--- src/rtl/pin_irq_pkg.sv ---
// Shared definitions for the pin interrupt detector.
// Assumes: one trigger-mode bit per pin, encoded as below.
package pin_irq_pkg;
    localparam int unsigned PIN_CNT_DEF = 8;
    localparam int unsigned CONFIRM_DEF = 2;

    typedef enum logic {
        TRIG_EDGE  = 1'b0,
        TRIG_LEVEL = 1'b1
    } trig_mode_e;
endpackage

--- src/rtl/pin_debouncer.sv ---
// Per-pin debounce filter. It keeps a confirmed level and counts strobes on
// which the pin differs from that level. When CONFIRM consecutive strobes
// disagree, it raises `commit` for that cycle and takes the new level.
// Assumes: `load` is high for one cycle after reset to prime the level.
module pin_debouncer #(
    parameter int unsigned CONFIRM = 2
) (
    input  logic clk,
    input  logic rst_n,
    input  logic load,
    input  logic sample_tick,
    input  logic pin,
    output logic commit
);
    localparam int unsigned CW = $clog2(CONFIRM + 1);

    logic          stable_q;
    logic [CW-1:0] agree_cnt;
    logic          differs;

    assign differs = (pin != stable_q);
    assign commit  = !load && sample_tick && differs
                     && (agree_cnt == CW'(CONFIRM - 1));

    // Track the confirmed level and the run of disagreeing strobes.
    always_ff @(posedge clk) begin
        if (!rst_n) begin
            stable_q  <= 1'b0;
            agree_cnt <= '0;
        end else if (load) begin
            stable_q  <= pin;
            agree_cnt <= '0;
        end else if (sample_tick) begin
            if (!differs) begin
                agree_cnt <= '0;
            end else if (commit) begin
                stable_q  <= pin;
                agree_cnt <= '0;
            end else begin
                agree_cnt <= agree_cnt + 1'b1;
            end
        end
    end
endmodule

--- src/rtl/pin_event_sel.sv ---
// Per-pin event decision. Level mode compares the live level with the
// enables. Edge mode uses either the raw change against the previous sample
// or the debounce commit pulse, as chosen by the debounce enable.
// Assumes: `primed` is low only on the first cycle after reset.
module pin_event_sel
    import pin_irq_pkg::*;
(
    input  trig_mode_e mode,
    input  logic       dbnc_on,
    input  logic       lo_en,
    input  logic       hi_en,
    input  logic       pin,
    input  logic       pin_prev,
    input  logic       primed,
    input  logic       db_commit,
    output logic       evt
);
    logic polarity_ok;
    logic raw_edge;

    // Pick the event source for this pin.
    always_comb begin
        polarity_ok = (pin && hi_en) || (!pin && lo_en);
        raw_edge    = primed && (pin != pin_prev);
        if (mode == TRIG_LEVEL) begin
            evt = polarity_ok;
        end else if (dbnc_on) begin
            evt = primed && db_commit && polarity_ok;
        end else begin
            evt = raw_edge && polarity_ok;
        end
    end
endmodule

--- src/rtl/irq_flag_bank.sv ---
// Sticky source flags. A new event sets a flag, and a write-1 mask clears it.
// If both hit one flag in the same cycle, the event wins.
// Assumes: the set vector is already qualified by the enables.
module irq_flag_bank #(
    parameter int unsigned WIDTH = 8
) (
    input  logic             clk,
    input  logic             rst_n,
    input  logic [WIDTH-1:0] set_vec,
    input  logic             clr_we,
    input  logic [WIDTH-1:0] clr_vec,
    output logic [WIDTH-1:0] flag_q
);
    logic [WIDTH-1:0] clr_mask;

    assign clr_mask = clr_we ? clr_vec : '0;

    // Apply the clear first, then OR in the events so they take priority.
    always_ff @(posedge clk) begin
        if (!rst_n) begin
            flag_q <= '0;
        end else begin
            flag_q <= (flag_q & ~clr_mask) | set_vec;
        end
    end
endmodule

--- src/rtl/pin_irq_detector.sv ---
// Pin interrupt detector for one port. Edge or level triggering is chosen
// per pin, edges can be debounced on an external strobe, flags are sticky
// and clear on write-1, and `irq` and `wake` summarise the pins.
// Assumes: pin_lvl is already synchronised to clk.
module pin_irq_detector
    import pin_irq_pkg::*;
#(
    parameter int unsigned PIN_CNT = PIN_CNT_DEF,
    parameter int unsigned CONFIRM = CONFIRM_DEF
) (
    input  logic               clk,
    input  logic               rst_n,
    input  logic [PIN_CNT-1:0] pin_lvl,
    input  logic [PIN_CNT-1:0] trig_level,
    input  logic [PIN_CNT-1:0] fall_low_en,
    input  logic [PIN_CNT-1:0] rise_high_en,
    input  logic [PIN_CNT-1:0] dbnc_en,
    input  logic               dbnc_tick,
    input  logic               clr_we,
    input  logic [PIN_CNT-1:0] clr_data,
    output logic [PIN_CNT-1:0] flag_q,
    output logic               irq,
    output logic               wake
);
    logic [PIN_CNT-1:0] pin_prev;
    logic               primed;
    logic [PIN_CNT-1:0] db_commit;
    logic [PIN_CNT-1:0] evt;

    // Keep the previous sample for edge detection and mark when it is valid.
    always_ff @(posedge clk) begin
        if (!rst_n) begin
            pin_prev <= '0;
            primed   <= 1'b0;
        end else begin
            pin_prev <= pin_lvl;
            primed   <= 1'b1;
        end
    end

    for (genvar g = 0; g < PIN_CNT; g++) begin : g_pin
        pin_debouncer #(
            .CONFIRM (CONFIRM)
        ) dbnc_i (
            .clk         (clk),
            .rst_n       (rst_n),
            .load        (!primed),
            .sample_tick (dbnc_tick),
            .pin         (pin_lvl[g]),
            .commit      (db_commit[g])
        );

        pin_event_sel sel_i (
            .mode      (trig_mode_e'(trig_level[g])),
            .dbnc_on   (dbnc_en[g]),
            .lo_en     (fall_low_en[g]),
            .hi_en     (rise_high_en[g]),
            .pin       (pin_lvl[g]),
            .pin_prev  (pin_prev[g]),
            .primed    (primed),
            .db_commit (db_commit[g]),
            .evt       (evt[g])
        );
    end

    irq_flag_bank #(
        .WIDTH (PIN_CNT)
    ) flags_i (
        .clk     (clk),
        .rst_n   (rst_n),
        .set_vec (evt),
        .clr_we  (clr_we),
        .clr_vec (clr_data),
        .flag_q  (flag_q)
    );

    assign irq  = |flag_q;
    assign wake = |evt;
endmodule

--- config.mk ---
export PLATFORM = sky130hd
export DESIGN_NAME = pin_irq_detector
export DESIGN_NICKNAME = d
export VERILOG_FILES = /design/src/rtl/pin_irq_pkg.sv /design/src/rtl/pin_debouncer.sv /design/src/rtl/pin_event_sel.sv /design/src/rtl/irq_flag_bank.sv /design/src/rtl/pin_irq_detector.sv
export SDC_FILE = /design/constraint.sdc
export NUM_CORES = 1
export LEC_CHECK = 0
export BUFFER_PORTS_ARGS = -buffer_cell sky130_fd_sc_hd__buf_2
export CORE_ASPECT_RATIO = 1.2
export CORE_MARGIN = 5
export CORE_UTILIZATION = 40
export DETAILED_ROUTE_END_ITERATION = 16
export HOLD_SLACK_MARGIN = 0.15
export SLEW_MARGIN = 25
export SYNTH_ARGS = -nofsm -noshare
export SYNTH_HDL_FRONTEND = slang
export SYNTH_HIERARCHICAL = 1
export SYNTH_SLANG_ARGS = --single-unit
export TNS_END_PERCENT = 20
--- constraint.sdc ---
create_clock -name clk -period 2.5 [get_ports clk]
set_clock_uncertainty 0.2 [all_clocks]
set_input_delay 0 -clock clk [delete_from_list [all_inputs] [get_ports clk]]
set_output_delay 0 -clock clk [all_outputs]
set_load 0.02 [all_outputs]
Word level (Yosys, flattened, before mapping)
Cells that the tools add are included.

Output and inout port bits: 10. Input bits: 52. Word-level logic and storage cells: 229. Register bits after elaboration: 41.

Muxes and demuxes: 66. Reduce and logical (&&, ||, !) cells: 92. Equality and inequality tests: 41. Bitwise operators: 3. Add/sub/neg operators: 8.

Operators by type and width (number): $logic_and 1x1->1 (65); $mux 1 (49); $mux 2 (16); $ne 2x1->1 const B (16); $reduce_and 3->1 (8); $add 2x1->2 const B (8); $eq 2x1->1 const B (8); $ne 1x1->1 (16); $reduce_or 8->1 (2); $and 8x8->8 (1); $logic_not 1->1 (8); $logic_or 1x1->1 (8); $mux 8 (1); $not 8->8 (1); $or 8x8->8 (1); $ne 2x2->1 const B (1); $reduce_and 2->1 (1).

Logic depth before layout (Yosys ltp)
Depth after elaboration: 8. Depth in mapped cells: 6. Depth with buffers taken out: 6.

By module
The synthesis kept the hierarchy.

Modules (own cells, without submodules): pin_debouncer (times used 8, seq. area each 60.1 um^2, area each 145.1 um^2, cells each 15); pin_event_sel (times used 8, seq. area each 0.0 um^2, area each 41.3 um^2, cells each 5); irq_flag_bank (times used 1, seq. area each 160.2 um^2, area each 285.3 um^2, cells each 33); pin_irq_detector (times used 1, seq. area each 180.2 um^2, area each 266.5 um^2, cells each 24).

Worst setup path before layout
Ideal clock, no wire load.

Path type: register to register. Start point: reg primed. End point: reg flags_i.flag_q[6]. Cell stages (with the launch flop): 7. Required time: 2.226 ns. Arrival time: 1.750 ns. Buffers on the path: 0. Setup time: 0.074 ns. Clock period less this slack: 2.024 ns. Path slack: 0.476 ns. Path through: dfxtp_1 inv_1 nor4_1 a31oi_1 a21oi_2 o21ai_0 a31oi_1.

Word-level cells in the longest chain between the ends: 8. Elaborated cells between the ends (all ways): 10. Classes of those cells: mux (2); bitwise (1); reduce/logical (7).

RTL lines: start: declaration (RTL line pin_irq_detector.sv:26) `logic primed;`; start signal: assignment (RTL line pin_irq_detector.sv:34) `primed <= 1'b0;`; start signal: assignment (RTL line pin_irq_detector.sv:37) `primed <= 1'b1;`; $logic_and 1x1->1 (2 in a row) (RTL line pin_debouncer.sv:22) `assign commit = !load && sample_tick && differs`; $logic_and 1x1->1 (RTL line pin_debouncer.sv:23) `&& (agree_cnt == CW'(CONFIRM - 1));`; named net db_commit[6] (RTL line pin_irq_detector.sv:27) `logic [PIN_CNT-1:0] db_commit;`; $logic_and 1x1->1 (2 in a row) (RTL line pin_event_sel.sv:28) `evt = primed && db_commit && polarity_ok;`; $mux 1 (RTL line pin_event_sel.sv:27) `end else if (dbnc_on) begin`; $mux 1 (RTL line pin_event_sel.sv:25) `if (mode == TRIG_LEVEL) begin`; named net evt[6] (RTL line pin_irq_detector.sv:28) `logic [PIN_CNT-1:0] evt;`; $or 8x8->8 (RTL line irq_flag_bank.sv:23) `flag_q <= (flag_q & ~clr_mask) | set_vec;`; end signal: assignment (RTL line irq_flag_bank.sv:23); end: declaration (RTL line irq_flag_bank.sv:12) `output logic [WIDTH-1:0] flag_q`.

The timed path passes the listed nets, and every way through them passes these cells. A chain may end at the register's enable or synchronous reset.

Worst setup path after layout
Same ends and word-level chain as after synthesis.

==> results.py <==
metrics = {
    "clock_tree": {
        "cts_buffers": 5,
        "cts_tree": "done",
        "clock-root-buffer": "clkbuf_8",
        "cts.sinks": 41,
        "clock_latency_ns": 0.29,
        "clock_path_buffers": 2,
        "cts.clk_slew.worst_paths_ns": 0.08,
        "htreeDepth": 2,
    },
    "finish": {
        "drive_gt1_share_pct": 26.4,
        "antennaDiodeCount": 0,
        "area_growth_syn_to_layout_pct": 40.5,
        "layout_common_cells": "buf_2, dfxtp_1, dlygate4sd3_1, nand2_1",
        "final_cells": 382,
        "final_common_cell": "buf_2",
        "layout.nets": 373,
    },
    "timing": {
        "hold_viol_final": 0,
        "finalSetupViolCount": 0,
        "min_period_ns": 2.34,
        "worstMarginPinSlew_ns": 0.904,
        "hold_ws_ns": 0.274,
        "slew_viol_final": 0,
        "fmax_ghz": 0.427,
        "fin_crit_sh_pct": 93.7,
        "maxSlewHeadroom_pct": 39.7,
    },
    "yosys": {
        "synthCells": 217,
        "synth_top_cell_area_share_pct": 40.2,
        "synthesis.nets": 269,
        "yosysWarnings": 6,
        "yosysTopAreaCell": "dfxtp_1",
        "avgSynthCellArea_um2": 9.42,
        "ys_ff_latch": 41,
        "syn_area_um2": 2040,
        "ys_seq_area_share_pct": 40.2,
        "ys_top_cells_by_area": "dfxtp_1, mux2i_1, nand3b_1",
        "synth_cell_types": 18,
    },
    "global_routing": {
        "grt.overflow.total": 0,
        "groute.usage.overall_pct": 17.0,
        "grt_first_pass_wirelength_um": 8590,
        "grt_pass1_vias": 1835,
        "grt_max_degree": 58,
        "grt_antenna_before_repair": 0,
    },
    "die": {
        "design.core.area_um2": 4940,
        "dieWidth_um": 75.2,
        "dieArea_um2": 6640,
        "pin_count": 62,
        "num_rows": 28,
        "start_util_pct": 41.4,
        "die_h_um": 88.3,
    },
    "detailed_routing": {
        "via_per_inst": 5.29,
        "drc": 0,
        "firstDrtPassIters": 4,
        "routed_wl_um": 5350,
        "via_count": 2022,
        "wl_per_cell_um": 14.0,
        "ant_nets": 0,
        "drt_iter0_markers": 173,
    },
    "place": {
        "dp_hpwl_um": 3550,
        "io_buffers": 61,
        "place_congestion": 0.698,
        "dp_cells": 340,
    },
    "power_and_ir_drop": {
        "vdd_drop_max_v": 0.000223,
        "power_density_nw_per_um2": 501,
        "cellLeakagePower_nw": 1.21,
    },
    "critical_path": {
        "crit_path_end_kind": "flip-flop",
        "crit_path_max_fanout": 17,
        "arrival_ns": 2.38,
        "worst-setup-path-type": "reg2reg",
        "required_ns": 2.54,
        "startpoint_type": "flip-flop",
    },
    "outcome": {
        "status": "completed",
    },
    "flow_run": {
        "max_cap_violations": 0,
    },
    "worst_hold_path": {
        "hold_class": "reg2reg",
    },
}
[metal layers]
metal | vias up | track usage (%) | wire (um)
met5 | - | 0 | 0
met4 | 0 | 7.79 | 150
met3 | 10 | 3.41 | 258
met2 | 47 | 26.7 | 2550
met1 | 940 | 22.4 | 2390
li1 | 1025 | - | -
[where the power goes]
group	internal, mW	switching, mW	total, mW
Combinational	0.154	0.152	0.306
Sequential	0.685	0.0232	0.708
Clock	0.194	0.232	0.426
Total	1.03	0.407	1.44
[cells in the mapped netlist]
| cell type | instances |
|---|---|
| xnor2_1 | 8 |
| o31ai_1 | 8 |
| nand4bb_1 | 8 |
| o21ai_0 | 8 |
| o21ai_1 | 8 |
| inv_1 | 9 |
| and4b_1 | 8 |
| nor4_1 | 12 |
| a31oi_1 | 16 |
| a21oi_2 | 8 |
| nand3b_1 | 16 |
| xor2_1 | 8 |
| nand2_1 | 26 |
| clkbuf_2 | 1 |
| o21bai_1 | 8 |
| mux2i_1 | 16 |
| dfxtp_1 | 41 |
| and2_1 | 8 |
[repair_timing]
action	in CTS	in global routing
resized for setup	0	4
hold buffers	31	0
endpoints found under the setup margin	0	6
hold endpoints to repair	41	0
setup buffers	0	3
[metrics by stage]
step	area (um^2)	worst slack, ns	util (%)	power [mW]	TNS, ns
floorplan	2040	0.476	-	0.867	0
global placement	2440	0.622	49.4	0.980	0
detailed placement	2440	0.606	49.4	0.982	0
CTS	2830	0.0640	57.4	1.45	0
finish	2870	0.158	58.1	1.44	0
global route	2870	-0.000120	58.1	1.52	-0.000120
[sequential cells by signal, indices dropped and copies added, names as in the netlist]
name                    cells
flags_i/flag_q              8
g_pin.dbnc_i/agree_cnt     16
primed                      1
pin_prev                    8
g_pin.dbnc_i/stable_q       8
[layout make-up]
| class | count | area [um^2] |
|---|---|---|
| timing repair buffer | 98 | 663 |
| clock buffer | 6 | 72.6 |
| tap | 60 | 75.1 |
| clock inverter | 2 | 10.0 |
| inverter | 9 | 33.8 |
| sequential | 41 | 821 |
| multi-input combinational | 166 | 1200 |
| fill | 484 | 2070 |
[path summary, 6_finish.rpt]
| check | cells after the start | slack, ns | end | from |
|---|---|---|---|---|
| setup / recovery | 8 | 0.16 | flags_i/flag_q[6] | primed |
| hold / removal | 2 | 0.27 | g_pin[2].dbnc_i/stable_q | g_pin[2].dbnc_i/stable_q |
| setup reg to reg | 8 | 0.16 | flags_i/flag_q[6] | primed |
| hold reg to reg | 2 | 0.27 | g_pin[2].dbnc_i/stable_q | g_pin[2].dbnc_i/stable_q |
[critical path: stages, from the launching register on]
cell           delay (ns)
dfxtp_1              0.34
inv_2                0.09
buf_4                0.19
nor4_1               0.28
a31oi_1              0.13
a21oi_2              0.21
o21ai_0              0.11
a31oi_1              0.17
dlygate4sd3_1        0.56
[logic make-up (layout without fill, tap and decap cells)]
| logic type | count (synthesis) | after routing | synth area share [%] |
|---|---|---|---|
| AO/OA/AOI/OAI | 56 | 56 | 18.1 |
| XOR/XNOR | 16 | 16 | 6.86 |
| flip-flops | 41 | 41 | 40.2 |
| AND/OR/NAND/NOR | 78 | 78 | 25.1 |
| multiplexers | 16 | 16 | 7.84 |
| buffers and inverters | 10 | 115 | 1.90 |
Note: power is estimated with default switching activity, not from simulation.
